--- config.mk ---
export PLATFORM = sky130hd
export DESIGN_NAME = fifo_flag_gen
export DESIGN_NICKNAME = d
export VERILOG_FILES = /design/src/rtl/fifo_flag_pkg.sv /design/src/rtl/fifo_flag_mask.sv /design/src/rtl/fifo_flag_diff.sv /design/src/rtl/fifo_flag_cmp.sv /design/src/rtl/fifo_flag_gen.sv
export SDC_FILE = /design/constraint.sdc
export NUM_CORES = 1
export LEC_CHECK = 0
export BUFFER_PORTS_ARGS = -buffer_cell sky130_fd_sc_hd__buf_2
export CELL_PAD_IN_SITES_DETAIL_PLACEMENT = 0
export CELL_PAD_IN_SITES_GLOBAL_PLACEMENT = 1
export CORE_MARGIN = 2
export CORE_UTILIZATION = 32
export DETAILED_ROUTE_END_ITERATION = 10
export PLACE_DENSITY = 0.79
export SLEW_MARGIN = 20
export SYNTH_ARGS = -nofsm -noshare
export SYNTH_HDL_FRONTEND = slang
export SYNTH_SLANG_ARGS = --single-unit
--- constraint.sdc ---
create_clock -name clk_i -period 0.8 [get_ports clk_i]
set_input_delay 0.12 -clock clk_i [delete_from_list [all_inputs] [get_ports clk_i]]
set_output_delay 0.12 -clock clk_i [all_outputs]
set_load 0.02 [all_outputs]
--- src/rtl/fifo_flag_pkg.sv ---
package fifo_flag_pkg;
  typedef struct packed {
    logic full;
    logic empty;
    logic afull;
    logic aempty;
  } flags_t;

  localparam flags_t FLAGS_RST = '{full: 1'b0, empty: 1'b1, afull: 1'b0, aempty: 1'b1};
endpackage

--- src/rtl/fifo_flag_mask.sv ---
module fifo_flag_mask #(
  parameter int unsigned CNT_W  = 16,
  parameter int unsigned THR_W  = 8,
  parameter int unsigned BASE_W = 4,
  parameter int unsigned MODE_W = 3
) (
  input  logic [MODE_W-1:0] casc_i,
  output logic [CNT_W-1:0]  cnt_mask_o,
  output logic [CNT_W-1:0]  wrap_o,
  output logic [THR_W-1:0]  thr_mask_o
);
  localparam int unsigned FRAC_W   = CNT_W - THR_W;
  localparam int unsigned MAX_CASC = THR_W - BASE_W;

  logic [MODE_W-1:0] casc_eff;
  logic [31:0]       act_w;
  logic [31:0]       thr_w;

  // out-of-range codes saturate to the deepest cascade
  always_comb begin
    casc_eff = (32'(casc_i) > MAX_CASC) ? MODE_W'(MAX_CASC) : casc_i;
    act_w    = FRAC_W + BASE_W + 32'(casc_eff);
    thr_w    = BASE_W + 32'(casc_eff);
  end

  for (genvar i = 0; i < CNT_W; i++) begin : g_cnt
    assign cnt_mask_o[i] = (32'(i) < act_w);
    assign wrap_o[i]     = ((32'(i) + 32'd1) == act_w);
  end

  for (genvar j = 0; j < THR_W; j++) begin : g_thr
    assign thr_mask_o[j] = (32'(j) < thr_w);
  end
endmodule

--- src/rtl/fifo_flag_diff.sv ---
module fifo_flag_diff #(
  parameter int unsigned CNT_W = 16,
  parameter int unsigned THR_W = 8
) (
  input  logic [CNT_W-1:0] wr_i,
  input  logic [CNT_W-1:0] rd_i,
  input  logic [CNT_W-1:0] cnt_mask_i,
  input  logic [CNT_W-1:0] wrap_i,
  output logic [THR_W-1:0] diff_hi_o,
  output logic             empty_o,
  output logic             full_o
);
  logic [CNT_W-1:0] diff;
  logic [CNT_W-1:0] xdiff;

  always_comb begin
    diff      = (wr_i - rd_i) & cnt_mask_i;
    xdiff     = (wr_i ^ rd_i) & cnt_mask_i;
    diff_hi_o = diff[CNT_W-1 -: THR_W];
    empty_o   = (xdiff == '0);
    // low bits agree, wrap bit differs
    full_o    = (xdiff == wrap_i);
  end
endmodule

--- src/rtl/fifo_flag_cmp.sv ---
module fifo_flag_cmp #(
  parameter int unsigned THR_W = 8
) (
  input  logic [THR_W-1:0] diff_hi_i,
  input  logic [THR_W-1:0] af_thr_i,
  input  logic [THR_W-1:0] ae_thr_i,
  input  logic [THR_W-1:0] thr_mask_i,
  output logic             afull_o,
  output logic             aempty_o
);
  logic [THR_W-1:0] af_eff;
  logic [THR_W-1:0] ae_eff;

  always_comb begin
    af_eff   = af_thr_i & thr_mask_i;
    ae_eff   = ae_thr_i & thr_mask_i;
    afull_o  = (diff_hi_i >= af_eff);
    aempty_o = (diff_hi_i <= ae_eff);
  end
endmodule

--- src/rtl/fifo_flag_gen.sv ---
module fifo_flag_gen
  import fifo_flag_pkg::*;
#(
  parameter int unsigned CNT_W  = 16,
  parameter int unsigned THR_W  = 8,
  parameter int unsigned BASE_W = 4,
  parameter int unsigned MODE_W = 3
) (
  input  logic              clk_i,
  input  logic              rst_ni,
  input  logic [CNT_W-1:0]  wr_cnt_i,
  input  logic [CNT_W-1:0]  rd_cnt_i,
  input  logic [THR_W-1:0]  af_thr_i,
  input  logic [THR_W-1:0]  ae_thr_i,
  input  logic [MODE_W-1:0] casc_i,
  output logic              full_o,
  output logic              empty_o,
  output logic              afull_o,
  output logic              aempty_o
);
  logic [CNT_W-1:0] cnt_mask;
  logic [CNT_W-1:0] wrap;
  logic [THR_W-1:0] thr_mask;
  logic [THR_W-1:0] diff_hi;
  flags_t           flags_d;
  flags_t           flags_q;

  fifo_flag_mask #(
    .CNT_W(CNT_W), .THR_W(THR_W), .BASE_W(BASE_W), .MODE_W(MODE_W)
  ) mask_i (
    .casc_i    (casc_i),
    .cnt_mask_o(cnt_mask),
    .wrap_o    (wrap),
    .thr_mask_o(thr_mask)
  );

  fifo_flag_diff #(.CNT_W(CNT_W), .THR_W(THR_W)) diff_i (
    .wr_i      (wr_cnt_i),
    .rd_i      (rd_cnt_i),
    .cnt_mask_i(cnt_mask),
    .wrap_i    (wrap),
    .diff_hi_o (diff_hi),
    .empty_o   (flags_d.empty),
    .full_o    (flags_d.full)
  );

  fifo_flag_cmp #(.THR_W(THR_W)) cmp_i (
    .diff_hi_i (diff_hi),
    .af_thr_i  (af_thr_i),
    .ae_thr_i  (ae_thr_i),
    .thr_mask_i(thr_mask),
    .afull_o   (flags_d.afull),
    .aempty_o  (flags_d.aempty)
  );

  always_ff @(posedge clk_i or negedge rst_ni) begin
    if (!rst_ni) flags_q <= FLAGS_RST;
    else         flags_q <= flags_d;
  end

  assign full_o   = flags_q.full;
  assign empty_o  = flags_q.empty;
  assign afull_o  = flags_q.afull;
  assign aempty_o = flags_q.aempty;
endmodule

==> flow_metrics.tcl <==
set metrics [dict create \
    status "finished, violations left" \
    violations "setup timing" \
    fin_tns_setup_ps -5200 \
    crit_type "in2reg" \
    area_growth_pct 90.1 \
    finalCritPeriodShare_pct 346 \
    synthesis.area_um2 1190 \
    finalSetupViolCount 8 \
    p_per_area_nw_per_um2 1110 \
    critical_path_required_ps 880 \
    gp_congestion 0.848 \
    met2_usage_pct 29.5 \
    cp_max_fo 3 \
    synth-main-ff-cell "dfstp_2" \
    synth.distinct_cells 37 \
    synth_seq_area_share_pct 8.62 \
    synth_top_family_by_area "adder cells" \
    num_vias 1461 \
    cts_buffers 3 \
    maxCapViolCount 0 \
    period_needed_ps 2770 \
    gr-usage-all-layers_pct 15.9 \
    final_net_count 346 \
    start_kind "input pin" \
    p_total_mw 2.51 \
    synth_mux_area_share_pct 0 \
    hp-class "in2reg" \
    worst_slack_ps -1970 \
    synth_adder_area_share_pct 30.5 \
    cts_root_buffer "clkbuf_8" \
    placementRows 22 \
    synth_compound_area_share_pct 27.7 \
    grt_pass1_wl_um 5490 \
    wire_per_inst_um 10.4 \
    via_per_inst 4.71 \
    cts_max_level 1 \
    tightest_slew_ps 372 \
    crit_arrival_ps 2850 \
    use_met1_pct 19.3 \
    worstHoldEndpoint "afull_o" \
    dieArea_um2 4220 \
    first_iter_violations 23 \
    relSlewSlack_pct 74.9 \
    rsz0062_at_grt "true" \
    place_hpwl_um 2730 \
    core_um2 3610 \
    route.detailed.drc 0 \
    antenna_cells 0 \
    synth-edff-count 0 \
    cts_tree "built" \
    antenna_found_initial 0 \
    whs_path_depth 2 \
    yosysWarnings 0 \
    yosys.area_share.simple_pct 15.8 \
    fin_hold_ws_ps 127 \
    top_usage_layer "met2" \
    peakVddDrop_v 0.000410 \
    die_h_um 65.0 \
    drive_gt1_share_pct 57.3 \
    grt_pass1_vias 1405 \
    grt_max_degree 10 \
    fp.dieW_um 65.0 \
    hold_start "af_thr_i[6]" \
    totalWireLength_um 3230 \
    postLayoutCoreUtil_pct 62.7 \
    crit_start "wr_cnt_i[4]" \
    cts.clk_slew.worst_paths_ps 30 \
    slew_viol_final 0 \
    cellLeakagePower_nw 1.18 \
    use_met3_pct 1.56 \
    dr.pass1.iters 4 \
    io_pins 57 \
    place_area_um2 1980 \
    syn_avg_cell_area_um2 7.48 \
    hold_viol 0 \
    initial_core_util_pct 33.0 \
    fmax_mhz 362 \
    gr-total-overflow 0 \
    syn_nets 241 \
    cts_buffer_depth 2 \
    clock-sinks 4 \
    stdcell_area_um2 2260 \
    endpoint_kind "register" \
    ant_nets 0 \
    ys_ff_latch 4 \
    netlist_instances 159 \
    synth_xor_area_share_pct 7.36 \
    synthArstFlopShare_pct 100 \
    io_buffers 56 \
]
## final cells by class
type                            instances  area (um2)
Inverter                               28         123
Sequential cell                         4         103
Tap cell                               48        60.1
Clock buffer                            3        41.3
Fill cell                             333        1340
Timing Repair Buffer                  102         701
Multi-Input combinational cell        125        1230
## worst max path at each step
stage | endpoint | slack, ps | depth (start not counted)
2_1_floorplan | afull_o | -1870 | 16
3_3_place_gp | afull_o | -2120 | 17
3_5_place_dp | afull_o | -2190 | 17
4_1_cts | afull_o | -1920 | 17
5_1_grt | afull_o | -2110 | 17
6_report | afull_o | -1970 | 17
## synthesized netlist by cell type, types with 2 or more instances
library cell,instances,area (um2)
xnor2_1,6,52.6
xor2_1,4,35.0
nor2_1,7,26.3
a21oi_2,2,17.5
o21ai_0,9,45.0
a211oi_1,2,15.0
a21oi_1,12,60.1
nand4_1,3,18.8
ha_1,29,363
dfstp_2,2,52.6
nand3_1,4,20.0
nand2b_1,4,25.0
inv_1,28,105
nand2_1,11,41.3
dfrtp_1,2,50.1
a21o_1,11,82.6
o21ai_1,2,10.0
nor2b_1,2,12.5
## per-layer routing
metal  wire length (um)  up-vias  share of wire (%)
li1                   -      766                  -
met5                  0        -                  0
met3                130        0                4.0
met4                  0        0                  0
met2               1680       31                 52
met1               1420      664                 44
## critical path: stages
cell      delay (ps)
buf_6            100
ha_4             230
a21oi_2          140
a21boi_2          70
o31ai_1          250
nand2b_1          80
a21o_1           230
a21oi_2          190
xnor2_2          150
ha_1             250
a21o_1           170
a21o_1           140
a21o_1           150
a21o_1           150
a21o_1           170
a31oi_1          160
o311ai_1         100
## layout by cell type, fill, tap and decap left out, types with 2 or more instances in the layout
cell type	Yosys	routed
xnor2_2	0	2
ha_4	0	11
inv_2	0	5
nand4_1	3	3
nor2_1	7	6
a21o_1	11	11
o21ai_1	2	3
dfstp_2	2	2
nand2b_1	4	3
ha_1	29	18
dfrtp_1	2	2
clkbuf_8	0	3
a211oi_2	1	3
buf_6	1	12
inv_4	0	2
nand3_1	4	4
a21oi_2	2	9
nand2_1	11	10
xnor2_1	6	4
o21ai_0	9	7
inv_1	28	20
buf_2	0	45
a21oi_1	12	5
buf_4	0	44
xor2_1	4	4
nor2b_1	2	2
## report_power, final
group / leakage [nW] / internal [mW] / switching, mW
sequential: 0.0467 / 0.253 / 0.0170
combinational: 1.11 / 1.00 / 0.817
clock: 0.0216 / 0.320 / 0.0984
## what timing repair did
item	in CTS	in global routing
hold buffers	1	0
hold endpoints to repair	4	0
gates cloned	0	0
pin swaps	19	18
setup buffers	1	0
resized for setup	38	6
setup endpoints to repair	8	8
## registers in the layout, indices dropped and copies added (netlist names)
signal    count
afull_o       1
aempty_o      1
empty_o       1
full_o        1
## stage by stage
| stage | instances | setup WS, ps |
|---|---|---|
| after floorplan | 159 | -1870 |
| after CTS | 310 | -1920 |
| after global routing | 310 | -2110 |
| after global placement | 306 | -2120 |
| final | 310 | -1970 |
| after detailed placement | 306 | -2190 |
## kinds of logic after synthesis
logic type | after synthesis
adders and majority gates | 29
DFF | 4
AOI/OAI and AO/OA | 49
and+or+nand+nor | 37
buffers and inverters | 30
xor gates and xnor gates | 10
(Power assumes the default switching activity.)
